File: config.mk
export PLATFORM = sky130hd
export DESIGN_NAME = scroll_line_ctr
export DESIGN_NICKNAME = d
export VERILOG_FILES = /design/src/rtl/scroll_line_ctr.sv
export SDC_FILE = /design/constraint.sdc
export NUM_CORES = 1
export LEC_CHECK = 0
export BUFFER_PORTS_ARGS = -buffer_cell sky130_fd_sc_hd__buf_2
export CAP_MARGIN = 20
export CORE_MARGIN = 2
export CORE_UTILIZATION = 50
export DETAILED_ROUTE_END_ITERATION = 8
export HOLD_SLACK_MARGIN = 0.06
export PLACE_DENSITY = 0.76
export SLEW_MARGIN = 20
export SYNTH_ARGS = -nofsm -noshare
export SYNTH_HDL_FRONTEND = slang
export SYNTH_SLANG_ARGS = --single-unit
File: constraint.sdc
create_clock -name clk -period 2.4 [get_ports clk]
set_input_delay 0.12 -clock clk [delete_from_list [all_inputs] [get_ports clk]]
set_output_delay 0.12 -clock clk [all_outputs]
set_load 0.03 [all_outputs]
File: src/rtl/scroll_line_ctr.sv
module scroll_line_ctr #(
  parameter int AW      = 7,
  parameter int ROWS_M0 = 128,
  parameter int ROWS_M1 = 100
) (
  input  logic          clk,
  input  logic          rst_n,
  input  logic          mode,
  input  logic          start_wr,
  input  logic [AW-1:0] start_data,
  input  logic          frame_start,
  input  logic          line_clk,
  input  logic          icon_en,
  output logic [AW-1:0] line_addr,
  output logic          icon_line
);
  localparam int IW = $clog2(ROWS_M0 + 2) + 1;
  localparam logic [IW-1:0] IDLE = '1;

  logic [AW-1:0] start_q;
  logic [AW-1:0] ctr_q;
  logic [IW-1:0] idx_q;
  logic [IW-1:0] rows;
  logic          wr_ok;
  logic          at_last;

  assign rows    = mode ? IW'(ROWS_M1) : IW'(ROWS_M0);
  assign wr_ok   = !mode || (IW'(start_data) < IW'(ROWS_M1));
  assign at_last = IW'(ctr_q) >= rows - IW'(1);

  always_ff @(posedge clk) begin
    if (!rst_n) start_q <= '0;
    else if (start_wr && wr_ok) start_q <= start_data;
  end

  always_ff @(posedge clk) begin
    if (!rst_n) ctr_q <= '0;
    else if (frame_start) ctr_q <= start_q;
    else if (line_clk) ctr_q <= at_last ? '0 : ctr_q + AW'(1);
  end

  always_ff @(posedge clk) begin
    if (!rst_n) idx_q <= IDLE;
    else if (frame_start) idx_q <= '0;
    else if (line_clk && idx_q <= rows) idx_q <= idx_q + IW'(1);
  end

  assign line_addr = ctr_q;
  assign icon_line = icon_en && (idx_q == rows);

  p_wr_ignored_r3: assert property (@(posedge clk) disable iff (!rst_n)
    (start_wr && mode && start_data >= AW'(ROWS_M1)) |=> $stable(start_q));
  p_load_r4: assert property (@(posedge clk) disable iff (!rst_n)
    frame_start |=> (line_addr == $past(start_q)));
  p_hold_r5: assert property (@(posedge clk) disable iff (!rst_n)
    (!frame_start && !line_clk) |=> $stable(line_addr));
  p_wrap0_r6: assert property (@(posedge clk) disable iff (!rst_n)
    (!mode && line_clk && !frame_start && line_addr == AW'(ROWS_M0 - 1)) |=> (line_addr == '0));
  p_wrap1_r7: assert property (@(posedge clk) disable iff (!rst_n)
    (mode && line_clk && !frame_start && line_addr == AW'(ROWS_M1 - 1)) |=> (line_addr == '0));
  p_icon_gate_r9: assert property (@(posedge clk) disable iff (!rst_n)
    icon_line |-> icon_en);
  p_icon_once_r9: assert property (@(posedge clk) disable iff (!rst_n)
    (icon_line && (line_clk || frame_start)) |=> !icon_line);
endmodule

==> flow_metrics.tcl, run 1 <==
set metrics [dict create \
    place.gp.congestion 0.864 \
    first_global_vias 1233 \
    crit_arrival_ns 2.12 \
    io-pin-count 22 \
    synth_area_um2 1360 \
    syn_avg_cell_area_um2 8.20 \
    drt_pass1_iterations 4 \
    die_area_um2 3160 \
    criticalPathCategory "register to register" \
    route.detailed.vias_per_inst 6.06 \
    hold_path_startpoint "rst_n" \
    timing.final.crit_share 0.800 \
    via_count 1346 \
    critical_path.top_delay_family "compound AO/OA/AOI/OAI gates" \
    worst_ep_required_time_ns 2.60 \
    buffers_inverters_on_critical_path 0 \
    worst_path_most_repeated_cell "o21ai_0" \
    power-per-cell-area_nw_per_um2 499 \
    postSynthNetCount 190 \
    io_port_bufs 21 \
    async_flop_share 0 \
    post_cts_resized 0 \
    seq_power_share 0.547 \
    netlist-cell-type-count 40 \
    start_util 0.540 \
    finalMaxSlewViolations 0 \
    synth.top_cell.area_share 0.338 \
    design.final.nets 217 \
    clock_sink_count 23 \
    top_post_synthesis_cells_by_area "dfxtp_1 34%, ha_1 9.2%, nand3_1 7.4%" \
    final_layout_size_suffix_gt1_frac 0.151 \
    hp-class "primary input to register" \
    worst_hold_path.num_cells 2 \
    p_sw_uw 247 \
    ctsHtreeMaxLevel 1 \
    synth_sequential_area_ratio 0.338 \
    setup.worst_path.start_class "register" \
    die_h_um 56.2 \
    detailedPlacementHpwl_um 2260 \
    fin_crit_period_ns 1.92 \
    antenna_found_initial 0 \
    timing.fmax_ghz 0.521 \
    finalHoldWorstSlack_ns 0.0717 \
    worst_setup_slack_before_clock_tree_synthesis_ns 0.526 \
    rr_endpoint "line_addr[6]$_SDFFE_PN0P_" \
    cts_tree "yes" \
    status "complete, no violations" \
    antenna_cells_inserted 0 \
    ant_nets 0 \
    vdd.ir_drop.worst_v 0.000438 \
    area_leader_netlist "dfxtp_1" \
    crit-reg2reg-launch "line_addr[0]$_SDFFE_PN0P_" \
    p_clk_frac 0.237 \
    gr-total-overflow 0 \
    leakage_nw 0.687 \
    clock-skew-final_ns 0.00543 \
    worst_r2r_path_depth 6 \
    final_worst_path_setup_slack_ns 0.481 \
    drcViolationCount 0 \
    grt_setup_unrepaired "no" \
    fin_total_pwr_uw 790 \
    end_kind "register" \
    floorplan.rows 18 \
    crit_chain "ha_1, a21oi_1, o21ai_0, a31oi_1, o21ai_0, o22ai_1" \
    p_int_uw 544 \
    final.setup.tns_ns 0 \
    area_delta_synth_final_pct 16.4 \
    number_of_flops_mapped_to_enable_cells_by_yosys 0 \
    cpPeakStageDelay_ns 0.48 \
    cts_buffer_depth 2 \
    maximum_number_of_pins_on_one_net_before_global_route_repair 27 \
    fp.dieW_um 56.2 \
    cp_max_fo 8 \
    r2r_slack_ns 0.48 \
    max_slew_margin 0.612 \
    clk_transition_reported_paths_ns 0.13 \
    fillerInstances 216 \
    min_delay_worst_endpoint "idx_q[4]$_SDFFE_PN1P_" \
    layout.cell_area.non_filler_um2 1580 \
    power_switching_share 0.312 \
    fp.coreArea_um2 2520 \
    slowest_cp_cell "o21ai_0" \
    cap_violations 0 \
    count_of_state_elements_after_synthesis 23 \
    synthesis_warnings 0 \
    power.combinational.fraction 0.216 \
    drt_iter0_markers 43 \
    placed_cell_area_um2 1480 \
    synthFlopType "dfxtp_1" \
    cts_inserted_buffers 3 \
    setup_violations 0 \
    cts-hold-fix-buffers 8 \
    post_synth_inst_count 166 \
    finalWirelength_um 3120 \
    finalHoldViolations 0 \
    tightest_slew_ns 0.578 \
    clock_latency_ns 0.32 \
    cts_root_buffer "clkbuf_4" \
    cts.repair_timing.setup_buffer_count 0 \
    grt_first_pass_wirelength_um 5320 \
    grt_util_all_layers 0.210 \
    post_drt_wl_per_cell_um 14.1 \
]
[power groups by stage]
stage	Clock, mW	Sequential, mW	Combinational, mW
CTS	0.194	0.432	0.170
global route	0.205	0.436	0.194
detailed placement	0	0.440	0.160
global placement	0	0.438	0.154
floorplan	0	0.445	0.108
finish	0.187	0.432	0.171
[worst register-to-register path: cells and delay by family (launching register included)]
| family | cells | cell delay (ns) |
|---|---|---|
| adder cells (fa/ha/maj) | 1 | 0.28 |
| flip-flops | 1 | 0.47 |
| AO/OA/AOI/OAI | 5 | 1.06 |
[logic make-up after synthesis]
group | synth area share
AO/OA/AOI/OAI | 0.212
XOR/XNOR | 0.0257
adder cells (fa/ha/maj) | 0.0919
buffers and inverters | 0.0496
flip-flops | 0.338
multiplexers | 0.0294
AND/OR/NAND/NOR | 0.253
[stage by stage]
| stage | utilization | cells |
|---|---|---|
| finish | 0.628 | 222 |
| global route | 0.628 | 222 |
| CTS | 0.628 | 222 |
| detailed placement | 0.586 | 210 |
| global placement | 0.586 | 210 |
| floorplan | - | 166 |
[worst max-delay path by stage]
stage	start	end	slack (ns)	cells after the start
after floorplan	line_addr[0]$_SDFFE_PN0P_	line_addr[6]$_SDFFE_PN0P_	0.59	6
after global placement	mode	idx_q[5]$_SDFFE_PN1P_	0.56	8
after detailed placement	mode	idx_q[5]$_SDFFE_PN1P_	0.53	8
after CTS	idx_q[7]$_SDFFE_PN1P_	idx_q[5]$_SDFFE_PN1P_	0.52	6
after global routing	line_addr[0]$_SDFFE_PN0P_	line_addr[6]$_SDFFE_PN0P_	0.27	6
final	line_addr[0]$_SDFFE_PN0P_	line_addr[6]$_SDFFE_PN0P_	0.48	6
[sequential cells by signal (all words and copies together), names as in the netlist]
| register | cells |
|---|---|
| idx_q | 9 |
| line_addr | 7 |
| start_q | 7 |
[layer usage]
layer / track usage / share of wire / up-vias
li1: - / - / 671
met1: 0.287 / 0.45 / 622
met2: 0.326 / 0.47 / 49
met3: 0.0256 / 0.069 / 4
met4: 0.0986 / 0.011 / 0
met5: 0 / 0 / -
[synthesized netlist by cell type (all sizes together) (2+ instances only)]
library cell	n
mux2i	4
inv	10
a21oi	15
nand3	20
or4	3
a31oi	3
o211ai	4
nand4	4
nand2	11
dfxtp	23
ha	10
nor2	10
xor2	3
nor3b	5
and2	3
o22ai	5
and3	2
nor3	2
o21ai	4
clkbuf	6
a211o	3
[placed cells by master (no fill, tap or decap), types with 2 or more instances in the layout]
master / instances
a211o_1: 3
a21oi_1: 15
a31oi_1: 3
and2_1: 2
and3_1: 2
buf_2: 21
clkbuf_4: 3
dfxtp_1: 23
dlygate4sd3_1: 8
ha_1: 10
inv_1: 10
mux2i_1: 4
nand2_1: 11
nand3_1: 20
nand4_1: 4
nor2_1: 10
nor3b_1: 5
o211ai_1: 4
o21ai_0: 3
o22ai_1: 5
or4_1: 3
xor2_1: 3
[cell type report]
cell class	count	area (um^2)	area share
Multi-Input combinational cell	125	833	0.526
Sequential cell	23	460	0.291
Timing Repair Buffer	29	185	0.117
Inverter	11	41.3	0.0261
Tap cell	30	37.5	0.0237
Clock buffer	4	26.3	0.0166
(Power assumes the default switching activity.)
==> inputs of run 2 (changes only) <==
Clock period 2.4 ns to 1.85 ns, I/O delays scaled along.
==> run 2 against run 1 <==
Net effect:
- largest cell class unchanged
- worst hold slack better by 0.13 ns
- clock skew barely moved
- first-iteration DRC count grew 56%
- count of clock-buffer cells in the layout is 1 lower
- largest power group unchanged
- final area increased by 10%
- setup slack got worse by 0.44 ns
- flip-flop and latch count stayed put
- sequential share of layout area is 2.3 points lower
- critical path depth unchanged
- clock power is 29% higher
==> flow_metrics.tcl, run 2 (synthesis results as in run 1) <==
set metrics [dict create \
    grt_first_pass_wirelength_um 6260 \
    drt_iter0_markers 67 \
    finalWirelength_um 3680 \
    place.gp.congestion 0.850 \
    ant_nets 0 \
    cts_root_buffer "clkbuf_4" \
    final_cell_count_no_fill 235 \
    placed_cell_area_um2 1550 \
    crit_arrival_ns 2.08 \
    worst_ep_required_time_ns 2.12 \
    layout.cell_area.non_filler_um2 1740 \
    fp.dieW_um 56.2 \
    hp-class "primary input to register" \
    post_drt_wl_per_cell_um 15.7 \
    clock_latency_ns 0.31 \
    start_util 0.540 \
    antenna_cells_inserted 0 \
    timing.final.crit_share 0.979 \
    setup.worst_path.start_class "register" \
    floorplan.rows 18 \
    status "complete, no violations" \
    gr-total-overflow 0 \
    design.final.nets 230 \
    tightest_slew_ns 0.455 \
    cp_max_fo 6 \
    via_count 1444 \
    buffers_inverters_on_critical_path 0 \
    flip_flop_count_of_the_largest_register_all_copies_and_words_added 9 \
    seq_power_share 0.521 \
    finalHoldWorstSlack_ns 0.203 \
    area_delta_synth_final_pct 27.9 \
    p_clk_frac 0.224 \
    leakage_nw 0.766 \
    fp.coreArea_um2 2520 \
    power-per-cell-area_nw_per_um2 617 \
    p_int_uw 730 \
    fin_crit_period_ns 1.81 \
    cpPeakStageDelay_ns 0.47 \
    die_h_um 56.2 \
    critical_path.top_delay_family "simple AND/OR/NAND/NOR gates" \
    antenna_found_initial 0 \
    clock_sink_count 23 \
    drcViolationCount 0 \
    first_global_vias 1396 \
    detailedPlacementHpwl_um 2490 \
    vdd.ir_drop.worst_v 0.000608 \
    slowest_cp_cell "or4_1" \
    route.detailed.vias_per_inst 6.14 \
    drt_pass1_iterations 4 \
    cts_inserted_buffers 3 \
    io-pin-count 22 \
    max_slew_margin 0.696 \
    power.combinational.fraction 0.255 \
    finalMaxSlewViolations 0 \
    timing.fmax_ghz 0.552 \
    clk_transition_reported_paths_ns 0.14 \
    setup_violations 0 \
    ctsHtreeMaxLevel 1 \
    final.setup.tns_ns 0 \
    io_port_bufs 21 \
    cap_violations 0 \
    crit_chain "ha_4, a211oi_2, nand2_1, o21ba_4, or4_1, nand3_1" \
    die_area_um2 3160 \
    end_kind "register" \
    maximum_number_of_pins_on_one_net_before_global_route_repair 27 \
    cts_tree "yes" \
    criticalPathCategory "register to register" \
    final_layout_size_suffix_gt1_frac 0.254 \
    most_common_cell_after_layout_fill_and_taps_aside "buf_2" \
    mostFrequentLayoutCells "20 x buf_2, 19 x nand3_1, 19 x dfxtp_1" \
    power_switching_share 0.320 \
    finalHoldViolations 0 \
    cts_buffer_depth 2 \
    clock-skew-final_ns 0.00582 \
    largest-register "idx_q" \
    cell_count_post_placement 219 \
    p_sw_uw 343 \
    grt_util_all_layers 0.245 \
]
-- run 2: worst min-delay path: stages --
cell and delay (ns):
buf_2 0.22, nand3_1 0.11, nand3_1 0.07
-- run 2: path summary, 6_finish.rpt --
| kind | startpoint | to | slack [ns] | cells past startpoint |
|---|---|---|---|---|
| setup reg to reg | idx_q[7]$_SDFFE_PN1P_ | idx_q[4]$_SDFFE_PN1P_ | 0.04 | 6 |
| setup / recovery | idx_q[7]$_SDFFE_PN1P_ | idx_q[4]$_SDFFE_PN1P_ | 0.04 | 6 |
| hold reg to reg | start_q[2]$_SDFFE_PN0P_ | start_q[2]$_SDFFE_PN0P_ | 0.47 | 2 |
| hold / removal | line_clk | idx_q[2]$_SDFFE_PN1P_ | 0.20 | 3 |
-- run 2: power by group through the flow --
stage	Sequential (mW)	Clock, mW	Combinational (mW)
4_1_cts	0.557	0.240	0.255
2_1_floorplan	0.577	0	0.140
3_3_place_gp	0.564	0	0.216
5_1_grt	0.564	0.265	0.301
3_5_place_dp	0.567	0	0.227
6_report	0.560	0.241	0.274
-- run 2: area by class of cell --
type | instances | area, um^2
Timing Repair Buffer | 42 | 292
Fill cell | 215 | 781
Clock inverter | 1 | 5.00
Clock buffer | 3 | 22.5
Tap cell | 30 | 37.5
Sequential cell | 23 | 465
Multi-Input combinational cell | 125 | 878
Inverter | 11 | 41.3
-- run 2: what timing repair did --
action,in CTS,in global routing
resized for setup,6,9
buffers inserted,2,1
endpoints found under the hold margin,11,0
hold buffers,9,0
setup endpoints to repair,6,7
pin swaps,3,2
-- run 2: through the flow --
step            util  setup WS [ns]  total power, mW
2_1_floorplan      -         0.0358            0.717
3_3_place_gp   0.613         0.0370            0.780
3_5_place_dp   0.613        -0.0293            0.794
4_1_cts        0.676       0.000844             1.05
5_1_grt        0.690        -0.0124             1.13
6_report       0.690         0.0385             1.07
-- run 2: routing by layer --
| layer | GRT usage | share of wire | vias up |
|---|---|---|---|
| met5 | 0 | 0 | - |
| met4 | 0.0510 | 0.0084 | 0 |
| met3 | 0.0349 | 0.035 | 4 |
| met2 | 0.445 | 0.52 | 48 |
| met1 | 0.304 | 0.44 | 697 |
| li1 | - | - | 695 |
==> inputs of run 3 (changes only) <==
Settings changed: RECOVER_POWER from default to 50.
==> run 3 against run 2 <==
Net effect:
- clock skew barely moved
- routed wire length rose by 0.68%
- critical path depth did not move
- combinational power barely moved
- largest cell class unchanged
==> flow_metrics.tcl, run 3 (synthesis results as in run 1) <==
set metrics [dict create \
    r2r_slack_ns 0.04 \
    power.combinational.fraction 0.253 \
    clock_sink_count 23 \
    worst_setup_slack_before_clock_tree_synthesis_ns -0.0293 \
    hp-class "primary input to register" \
    power-per-cell-area_nw_per_um2 619 \
    fin_total_pwr_mw 1.07 \
    status "complete, no violations" \
    fp.coreArea_um2 2520 \
    utilization 0.687 \
    post_drt_wl_per_cell_um 15.8 \
    cap_violations 0 \
    crit-reg2reg-launch "idx_q[7]$_SDFFE_PN1P_" \
    fin_crit_period_ns 1.81 \
    end_kind "register" \
    mostFrequentLayoutCells "19 x nand3_1, 19 x dfxtp_1, 15 x a21oi_1" \
    io-pin-count 22 \
    drt_pass1_iterations 4 \
    placed_cell_area_um2 1550 \
    drt_iter0_markers 68 \
    tightest_slew_ns 0.456 \
    cell_count_post_placement 219 \
    cts_inserted_buffers 3 \
    start_util 0.540 \
    cts_buffer_depth 2 \
    leakage_nw 0.734 \
    cts_tree "yes" \
    antenna_cells_inserted 0 \
    rr_endpoint "idx_q[4]$_SDFFE_PN1P_" \
    power_switching_share 0.321 \
    worst_r2r_path_depth 6 \
    floorplan.rows 18 \
    cp-startpoint "idx_q[7]$_SDFFE_PN1P_" \
    die_h_um 56.2 \
    final_layout_size_suffix_gt1_frac 0.215 \
    drcViolationCount 0 \
    finalMaxSlewViolations 0 \
    finalWirelength_um 3710 \
    gr-total-overflow 0 \
    crit_arrival_ns 2.08 \
    ant_nets 0 \
    p_sw_uw 344 \
    clock-skew-final_ns 0.00567 \
    finalHoldWorstSlack_ns 0.207 \
    cp_max_fo 6 \
    route.detailed.vias_per_inst 6.16 \
    worst_ep_required_time_ns 2.12 \
    p_int_uw 728 \
    first_global_vias 1396 \
    area_delta_synth_final_pct 27.2 \
    via_count 1447 \
    fp.dieW_um 56.2 \
    layout.cell_area.non_filler_um2 1730 \
    place.gp.congestion 0.850 \
    final.setup.tns_ns 0 \
    setup.worst_path.end "idx_q[4]$_SDFFE_PN1P_" \
    largest-register "idx_q" \
    finalHoldViolations 0 \
    cts_root_buffer "clkbuf_4" \
    die_area_um2 3160 \
    setup.worst_path.start_class "register" \
    fillerInstances 217 \
    setup_violations 0 \
    flip_flop_count_of_the_largest_register_all_copies_and_words_added 9 \
    clock_latency_ns 0.31 \
    criticalPathCategory "register to register" \
    grt_util_all_layers 0.245 \
    final_cell_count_no_fill 235 \
    timing.final.crit_share 0.978 \
    final_worst_path_setup_slack_ns 0.0414 \
    io_port_bufs 21 \
    p_clk_frac 0.225 \
    max_slew_margin 0.696 \
    maximum_number_of_pins_on_one_net_before_global_route_repair 27 \
    clk_transition_reported_paths_ns 0.14 \
    detailedPlacementHpwl_um 2490 \
    design.final.nets 230 \
    grt_first_pass_wirelength_um 6260 \
    vdd.ir_drop.worst_v 0.000609 \
    timing.fmax_ghz 0.553 \
    ctsHtreeMaxLevel 1 \
    seq_power_share 0.522 \
    antenna_found_initial 0 \
]
[run 3: layer usage]
metal / GRT usage / wire [um] / part of all wire
met5: 0 / 0 / 0
met4: 0.0510 / 31 / 0.0084
met3: 0.0349 / 173 / 0.047
met1: 0.304 / 1610 / 0.44
met2: 0.445 / 1890 / 0.51
[run 3: final cells by class]
| class | count | area [um^2] | share of cell area |
|---|---|---|---|
| clock inverters | 1 | 5.00 | 0.00289 |
| inverters | 11 | 41.3 | 0.0238 |
| clock buffers | 3 | 22.5 | 0.0130 |
| multi-input cells | 125 | 878 | 0.507 |
| well taps | 30 | 37.5 | 0.0217 |
| repair buffers | 42 | 282 | 0.163 |
| flip-flops and latches | 23 | 465 | 0.269 |
[run 3: how the worst min path moves through the flow]
stage	end	slack, ns	cells after the start	start
after global placement	start_q[0]$_SDFFE_PN0P_	0.33	3	start_data[0]
after global routing	line_addr[0]$_SDFFE_PN0P_	0.22	3	line_clk
after detailed placement	start_q[0]$_SDFFE_PN0P_	0.34	3	start_data[0]
final	idx_q[2]$_SDFFE_PN1P_	0.21	3	line_clk
after floorplan	start_q[5]$_SDFFE_PN0P_	0.21	1	start_wr
after CTS	start_q[3]$_SDFFE_PN0P_	0.21	4	start_data[5]
[run 3: power groups by stage]
| stage | sequential, mW | clock, mW | combinational (mW) |
|---|---|---|---|
| 6_report | 0.560 | 0.241 | 0.271 |
| 3_3_place_gp | 0.564 | 0 | 0.216 |
| 3_5_place_dp | 0.567 | 0 | 0.227 |
| 4_1_cts | 0.557 | 0.240 | 0.255 |
| 2_1_floorplan | 0.577 | 0 | 0.140 |
| 5_1_grt | 0.564 | 0.265 | 0.299 |
[run 3: timing repair]
action | CTS | global route
setup endpoints to repair | 6 | 7
buffers inserted | 2 | 1
resized for setup | 6 | 9
hold endpoints to repair | 11 | 0
pin swaps | 3 | 2
hold buffers | 9 | 0
[run 3: worst max-delay path: stages (launching register included)]
cell and delay (ns):
dfxtp_2 0.39, ha_4 0.22, a211oi_2 0.22, nand2_1 0.13, o21ba_4 0.24, or4_1 0.47
nand3_1 0.09
